File: src/rtl/wdt_pkg.sv
package wdt_pkg;
  localparam int unsigned A_RELOAD = 0;
  localparam int unsigned A_DATA   = 1;
  localparam int unsigned A_STAT1  = 2;
  localparam int unsigned A_STAT2  = 3;
  localparam int unsigned A_CTRL1  = 4;
  localparam int unsigned A_CTRL2  = 5;
  localparam int unsigned A_MSG    = 6;
  localparam int unsigned A_TMR    = 7;
  localparam int unsigned A_AUX    = 8;

  localparam logic [15:0] STAT1_MASK = 16'h0007;
  localparam logic [15:0] STAT2_MASK = 16'h0003;
  localparam logic [15:0] CTRL1_MASK = 16'h0003;
  localparam logic [15:0] CTRL2_RST  = 16'h0008;
  localparam logic [15:0] AUX_RST    = 16'h0300;
  localparam logic [15:0] TMR_RST    = 16'h0004;

  localparam int unsigned C1_HALT = 0;
  localparam int unsigned C1_LOCK = 1;

  function automatic logic [15:0] lane_merge(input logic [15:0] old_v,
                                             input logic [15:0] new_v,
                                             input logic [1:0]  be);
    logic [15:0] m;
    m = {{8{be[1]}}, {8{be[0]}}};
    return (old_v & ~m) | (new_v & m);
  endfunction
endpackage

File: src/rtl/wdt_countdown.sv
module wdt_countdown #(
  parameter int unsigned TMR_W = 10
) (
  input  logic             clk,
  input  logic             rst_n,
  input  logic             tick_i,
  input  logic             sw_load_i,
  input  logic             sw_stop_i,
  input  logic [TMR_W-1:0] load_val_i,
  input  logic             halt_exp_i,
  output logic             running_o,
  output logic [TMR_W-1:0] cnt_o,
  output logic             expire_o
);
  logic             run_q;
  logic [TMR_W-1:0] cnt_q;

  assign expire_o  = run_q & tick_i & (cnt_q == TMR_W'(1)) & ~sw_load_i & ~sw_stop_i;
  assign running_o = run_q;
  assign cnt_o     = cnt_q;

  always_ff @(posedge clk) begin
    if (!rst_n) begin
      run_q <= 1'b0;
      cnt_q <= '0;
    end else if (sw_load_i) begin
      run_q <= 1'b1;
      cnt_q <= load_val_i;
    end else if (sw_stop_i) begin
      run_q <= 1'b0;
    end else if (expire_o) begin
      if (halt_exp_i) begin
        run_q <= 1'b0;
        cnt_q <= '0;
      end else begin
        cnt_q <= load_val_i;
      end
    end else if (run_q && tick_i) begin
      cnt_q <= cnt_q - TMR_W'(1);
    end
  end
endmodule

File: src/rtl/wdt_strike.sv
module wdt_strike #(
  parameter int unsigned STRIKES = 2
) (
  input  logic clk,
  input  logic rst_n,
  input  logic expire_i,
  input  logic clr_i,
  input  logic strap_i,
  input  logic noreboot_i,
  output logic second_o,
  output logic reboot_o
);
  localparam int unsigned SW = (STRIKES > 2) ? $clog2(STRIKES) : 1;

  logic [SW-1:0] strikes_q;

  assign second_o = expire_i & (strikes_q == SW'(STRIKES - 1));
  assign reboot_o = second_o & ~strap_i & ~noreboot_i;

  always_ff @(posedge clk) begin
    if (!rst_n || clr_i) begin
      strikes_q <= '0;
    end else if (expire_i) begin
      strikes_q <= second_o ? '0 : strikes_q + SW'(1);
    end
  end
endmodule

File: src/rtl/wdt_regs.sv
module wdt_regs
  import wdt_pkg::*;
#(
  parameter int unsigned TMR_W  = 10,
  parameter int unsigned ADDR_W = 4
) (
  input  logic              clk,
  input  logic              rst_n,
  input  logic              wr_i,
  input  logic [ADDR_W-1:0] addr_i,
  input  logic [1:0]        be_i,
  input  logic [15:0]       wdata_i,
  output logic [15:0]       rdata_o,
  input  logic              expire_i,
  input  logic              second_i,
  input  logic              reboot_i,
  input  logic              running_i,
  input  logic [TMR_W-1:0]  cnt_i,
  output logic [TMR_W-1:0]  tmr_o,
  output logic              halt_o,
  output logic              lock_o,
  output logic              sw_load_o,
  output logic              sw_stop_o,
  output logic              strike_clr_o,
  output logic              din_wr_o
);
  logic [15:0]      rld_q, s1_q, s2_q, c1_q, c2_q, msg_q, aux_q;
  logic [7:0]       din_q, dout_q;
  logic [TMR_W-1:0] tmr_q;
  logic [15:0]      rld_n, s1_n, s2_n, c1_w, tmr_x;
  logic             we_rld, we_data, we_s1, we_s2, we_c1;
  logic             can_now, can_new, dout_wr;

  assign tmr_x   = 16'(tmr_q);
  assign we_rld  = wr_i && (addr_i == ADDR_W'(A_RELOAD));
  assign we_data = wr_i && (addr_i == ADDR_W'(A_DATA));
  assign we_s1   = wr_i && (addr_i == ADDR_W'(A_STAT1));
  assign we_s2   = wr_i && (addr_i == ADDR_W'(A_STAT2));
  assign we_c1   = wr_i && (addr_i == ADDR_W'(A_CTRL1));

  assign c1_w    = (lane_merge(c1_q, wdata_i, be_i) & CTRL1_MASK) |
                   (c1_q & (16'h1 << C1_LOCK));
  assign can_now = ~c1_q[C1_HALT] & (tmr_q > TMR_W'(1));
  assign can_new = ~c1_w[C1_HALT] & (tmr_q > TMR_W'(1));

  assign sw_load_o    = (we_rld & can_now) | (we_c1 & can_new);
  assign sw_stop_o    = we_c1 & ~can_new;
  assign strike_clr_o = we_rld;
  assign din_wr_o     = we_data & be_i[0];
  assign dout_wr      = we_data & be_i[1];
  assign tmr_o        = tmr_q;
  assign halt_o       = c1_q[C1_HALT];
  assign lock_o       = c1_q[C1_LOCK];

  always_comb begin
    rld_n = rld_q;
    if (expire_i) rld_n = reboot_i ? 16'h0 : tmr_x;
    if (we_rld) rld_n = can_now ? tmr_x : lane_merge(rld_q, wdata_i, be_i);
    if (we_c1 && can_new) rld_n = tmr_x;
    s1_n = (we_s1 ? (lane_merge(s1_q, wdata_i, be_i) & STAT1_MASK) : s1_q) |
           {13'h0, din_wr_o, dout_wr, expire_i};
    s2_n = (we_s2 ? (lane_merge(s2_q, wdata_i, be_i) & STAT2_MASK) : s2_q) |
           {14'h0, second_i, second_i};
  end

  always_ff @(posedge clk) begin
    if (!rst_n) begin
      rld_q  <= '0;
      s1_q   <= '0;
      s2_q   <= '0;
      c1_q   <= '0;
      c2_q   <= CTRL2_RST;
      msg_q  <= '0;
      aux_q  <= AUX_RST;
      din_q  <= '0;
      dout_q <= '0;
      tmr_q  <= TMR_W'(TMR_RST);
    end else begin
      rld_q <= rld_n;
      s1_q  <= s1_n;
      s2_q  <= s2_n;
      if (we_c1) c1_q <= c1_w;
      if (din_wr_o) din_q <= wdata_i[7:0];
      if (dout_wr) dout_q <= wdata_i[15:8];
      if (wr_i && addr_i == ADDR_W'(A_CTRL2)) c2_q <= lane_merge(c2_q, wdata_i, be_i);
      if (wr_i && addr_i == ADDR_W'(A_MSG)) msg_q <= lane_merge(msg_q, wdata_i, be_i);
      if (wr_i && addr_i == ADDR_W'(A_AUX)) aux_q <= lane_merge(aux_q, wdata_i, be_i);
      if (wr_i && addr_i == ADDR_W'(A_TMR)) tmr_q <= TMR_W'(lane_merge(tmr_x, wdata_i, be_i));
    end
  end

  always_comb begin
    case (addr_i)
      ADDR_W'(A_RELOAD): rdata_o = running_i ? 16'(cnt_i) : rld_q;
      ADDR_W'(A_DATA):   rdata_o = {dout_q, din_q};
      ADDR_W'(A_STAT1):  rdata_o = s1_q;
      ADDR_W'(A_STAT2):  rdata_o = s2_q;
      ADDR_W'(A_CTRL1):  rdata_o = c1_q;
      ADDR_W'(A_CTRL2):  rdata_o = c2_q;
      ADDR_W'(A_MSG):    rdata_o = msg_q;
      ADDR_W'(A_TMR):    rdata_o = tmr_x;
      ADDR_W'(A_AUX):    rdata_o = aux_q;
      default:           rdata_o = 16'h0;
    endcase
  end
endmodule

File: src/rtl/mgmt_watchdog.sv
module mgmt_watchdog #(
  parameter int unsigned TMR_W   = 10,
  parameter int unsigned ADDR_W  = 4,
  parameter int unsigned STRIKES = 2
) (
  input  logic              clk,
  input  logic              rst_n,
  input  logic              tick_i,
  input  logic              strap_i,
  input  logic              noreboot_i,
  input  logic              smi_en_i,
  input  logic              bus_wr_i,
  input  logic [ADDR_W-1:0] bus_addr_i,
  input  logic [1:0]        bus_be_i,
  input  logic [15:0]       bus_wdata_i,
  output logic [15:0]       bus_rdata_o,
  output logic              smi_o,
  output logic              reboot_o
);
  logic             expire, second, reboot_now, cd_running;
  logic             sw_load, sw_stop, strike_clr, din_wr, halt, lock;
  logic [TMR_W-1:0] cnt, tmr;

  wdt_countdown #(.TMR_W(TMR_W)) u_cd (
    .clk(clk), .rst_n(rst_n), .tick_i(tick_i),
    .sw_load_i(sw_load), .sw_stop_i(sw_stop), .load_val_i(tmr),
    .halt_exp_i(reboot_now), .running_o(cd_running), .cnt_o(cnt),
    .expire_o(expire)
  );

  wdt_strike #(.STRIKES(STRIKES)) u_strike (
    .clk(clk), .rst_n(rst_n), .expire_i(expire), .clr_i(strike_clr),
    .strap_i(strap_i), .noreboot_i(noreboot_i),
    .second_o(second), .reboot_o(reboot_now)
  );

  wdt_regs #(.TMR_W(TMR_W), .ADDR_W(ADDR_W)) u_regs (
    .clk(clk), .rst_n(rst_n), .wr_i(bus_wr_i), .addr_i(bus_addr_i),
    .be_i(bus_be_i), .wdata_i(bus_wdata_i), .rdata_o(bus_rdata_o),
    .expire_i(expire), .second_i(second), .reboot_i(reboot_now),
    .running_i(cd_running), .cnt_i(cnt), .tmr_o(tmr), .halt_o(halt),
    .lock_o(lock), .sw_load_o(sw_load), .sw_stop_o(sw_stop),
    .strike_clr_o(strike_clr), .din_wr_o(din_wr)
  );

  always_ff @(posedge clk) begin
    if (!rst_n) begin
      smi_o    <= 1'b0;
      reboot_o <= 1'b0;
    end else begin
      smi_o    <= (expire & ~reboot_now & smi_en_i) | din_wr;
      reboot_o <= reboot_now;
    end
  end
endmodule

File: config.mk
export PLATFORM = sky130hd
export DESIGN_NAME = mgmt_watchdog
export DESIGN_NICKNAME = d
export VERILOG_FILES = /design/src/rtl/wdt_pkg.sv /design/src/rtl/wdt_countdown.sv /design/src/rtl/wdt_strike.sv /design/src/rtl/wdt_regs.sv /design/src/rtl/mgmt_watchdog.sv
export SDC_FILE = /design/constraint.sdc
export NUM_CORES = 1
export LEC_CHECK = 0
export BUFFER_PORTS_ARGS = -buffer_cell sky130_fd_sc_hd__buf_2
export CAP_MARGIN = 20
export CORE_ASPECT_RATIO = 0.6
export CORE_MARGIN = 2
export CORE_UTILIZATION = 37
export CTS_CLUSTER_SIZE = 10
export DETAILED_ROUTE_END_ITERATION = 8
export PLACE_DENSITY = 0.58
export RECOVER_POWER = 50
export SYNTH_ARGS = -nofsm -noshare
export SYNTH_HDL_FRONTEND = slang
export SYNTH_SLANG_ARGS = --single-unit
File: constraint.sdc
create_clock -name clk -period 2.7 [get_ports clk]
set_clock_uncertainty 0.15 [all_clocks]
set_input_delay 0.405 -clock clk [delete_from_list [all_inputs] [get_ports clk]]
set_output_delay 0.405 -clock clk [all_outputs]
set_load 0.01 [all_outputs]
==> results.toml <==
[pwr]
finalPower_w = 0.003375
ir_drop_v = 0.0002859
p_sw_w = 0.0008765
clockPowerShare_pct = 41.1
p_int_w = 0.002499
switching_share_pct = 25.97
pwr_density_cell_nw_per_um2 = 524.9
power_frac_seq_pct = 49.4
p_leak_nw = 2.415
p_comb_share_pct = 9.5

[setup_path]
crit_fanout = 16
rr_worst_depth = 8
start_kind = "primary input"
cpPeakStageDelay_ns = 0.36
criticalPathCategory = "in -> out"
required_ns = 2.14
cp_num_buf_inv = 3
crit_path_cell_trace = "buf_2, buf_4, mux2_2, a22o_1, a222oi_1, o22ai_1, buf_2"
endpoint_kind = "output pin"
cp_common_cell = "buf_2"
cp.arrival_ns = 2.04
regToRegStartpoint = "u_cd.cnt_o[1]"
crit_path_top_delay_cell = "mux2_2"
cp_top_family = "compound AO/OA/AOI/OAI gates"
cp.depth = 7
crit_path_start = "bus_addr_i[1]"

[logic_synthesis]
synth-edff-count = 0
ys.flop_type = "dfxtp_1"
synth_nets = 693
async_flop_share_pct = 0
synth.area.mux_share_pct = 11.29
seq_area_frac_synth_pct = 40.76
syn_area_um2 = 5451
ys_warn_count = 0
postSynthCellCount = 662
avgSynthCellArea_um2 = 8.235
synth_xor_area_share_pct = 0.9640
synth.distinct_cells = 59
synth-simple-area-share_pct = 20.73
synth_compound_area_share_pct = 22.15
synth_top_family_by_area = "compound AO/OA/AOI/OAI gates"
ys_ff_latch = 111
synthAdderAreaFrac_pct = 0.4590

[placement]
hpwl_mm = 13.50
dp_cells = 916
gp_congestion = 0.9709
numPortBuffers = 46

[sta]
relSlewSlack_pct = 49.87
setup_viol = 0
slew_viol_final = 0
worst_hold_slack_ns = 0.1742
rsz0062_at_grt = "false"
max_freq_mhz = 384.8
hold_viol = 0
layout_min_cycle_time_ns = 2.599
finalSetupTns_ns = 0
post-route-period-util_pct = 96.26
tightestPinTransition_ns = 0.7519

[clock_tree]
clockBufferDepth = 2
cts-buffers-inserted = 9
worstSkewPairLatency_ns = 0.36
cts_setup_buffers = 0
path_clk_slew_ns = 0.08
cts_tree = "done"
cts.sinks = 111
htreeDepth = 3
cts-root-buf = "clkbuf_16"

[global_routing]
antenna_found_initial = 0
overflow = 0
grt_pass1_wl_mm = 28.31
grt_max_degree = 28
grt.total_usage_pct = 23.06
grt_pass1_vias = 5092

[floorplan]
core.rowCount = 34
dieArea_um2 = 15750
coreArea_um2 = 14460
dieHeight_um = 98.02
initial_core_util_pct = 37.69
ios = 47
die_w_um = 160.7

[worst_hold_path]
hold_path.class = "in -> reg"
hold_depth = 3
hold_start = "bus_wdata_i[13]"

[drt]
wire_per_inst_um = 19.50
ant_nets = 0
routed_wl_mm = 18.17
drtPass1Iterations = 5
vias = 5393
routed_via_density = 5.786
first_iter_violations = 677
remaining_drc_errors = 0

[finish]
drive_gt1_share_pct = 18.26
diodes = 0
syn2layout_area_growth_pct = 17.95
layout_common_cells = "113 x nand2_1, 111 x dfxtp_1, 71 x a21oi_1"
layout_commonest_cell = "nand2_1"
finalNonFillerCells = 932
layout.nets = 760

[status]
status = "finished clean"

[flow_run]
drv_cap = 0
## cell usage after synthesis (11+ instances only)
cell	n	share of area (%)
a21oi_1	71	6.5
a222oi_1	14	2.6
a22oi_1	11	1.5
clkbuf_1	34	2.3
dfxtp_1	111	41
mux2_2	12	2.5
mux2i_1	48	8.8
nand2_1	114	7.8
nand3_1	22	2.0
nor2_1	62	4.3
nor3_1	11	1.0
o21ai_0	32	2.9
o22ai_1	11	1.3
## power groups by stage
stage	Clock (W)	Sequential (W)	Combinational, W
global route	0.00148	0.00167	0.000344
detailed placement	0	0.00171	0.000312
finish	0.00139	0.00167	0.000320
floorplan	0	0.00170	0.000179
global placement	0	0.00171	0.000309
CTS	0.00142	0.00167	0.000313
## layout make-up
cell class              count  area (µm²)
multi-input cells         504        3033
fillers                  1466        8034
well taps                 198       247.7
clock buffers              10       229.0
flip-flops and latches    111        2222
repair buffers             99       606.8
clock inverters             6       76.32
inverters                   4       15.01
## metrics by stage
| stage | instance area [µm²] | util (%) | worst slack, ns |
|---|---|---|---|
| 2_1_floorplan | 5451 | - | 0.2033 |
| 3_3_place_gp | 6143 | 42.47 | 0.1282 |
| 3_5_place_dp | 6143 | 42.47 | 0.04241 |
| 4_1_cts | 6449 | 44.58 | 0.02389 |
| 5_1_grt | 6430 | 44.46 | 0.01952 |
| 6_report | 6430 | 44.46 | 0.1009 |
## path summary, 6_finish.rpt
path / to / slack [ns]
setup / recovery: bus_rdata_o[5] / 0.10
hold / removal: flop / 0.17
setup reg to reg: flop / 0.15
hold reg to reg: u_regs.dout_q[4] / 0.31
## worst min-delay path, delay by kind of cell
kind / cells / cell delay (ns)
AOI/OAI and AO/OA: 1 / 0.05
and+or+nand+nor: 1 / 0.06
buffers and inverters: 1 / 0.13
## logic make-up (layout without fill, tap and decap cells)
family / count (synthesis) / count (layout)
adder cells (fa/ha/maj): 2 / 2
AND/OR/NAND/NOR: 253 / 253
flip-flops: 111 / 111
multiplexers: 60 / 60
buffers and inverters: 47 / 119
AO/OA/AOI/OAI: 183 / 183
XOR/XNOR: 6 / 6
## what timing repair did
item                                    4_1_cts  5_1_grt
resized for setup                             0        2
endpoints found under the setup margin        0        9
hold buffers                                  0        0
## per-layer routing
layer | global-route usage [%] | part of all wire [%]
met5 | 0 | 0
met4 | 5.495 | 1.2
met3 | 7.392 | 11
met2 | 32.56 | 40
met1 | 33.91 | 48
Power figures use the tool's default switching activity.
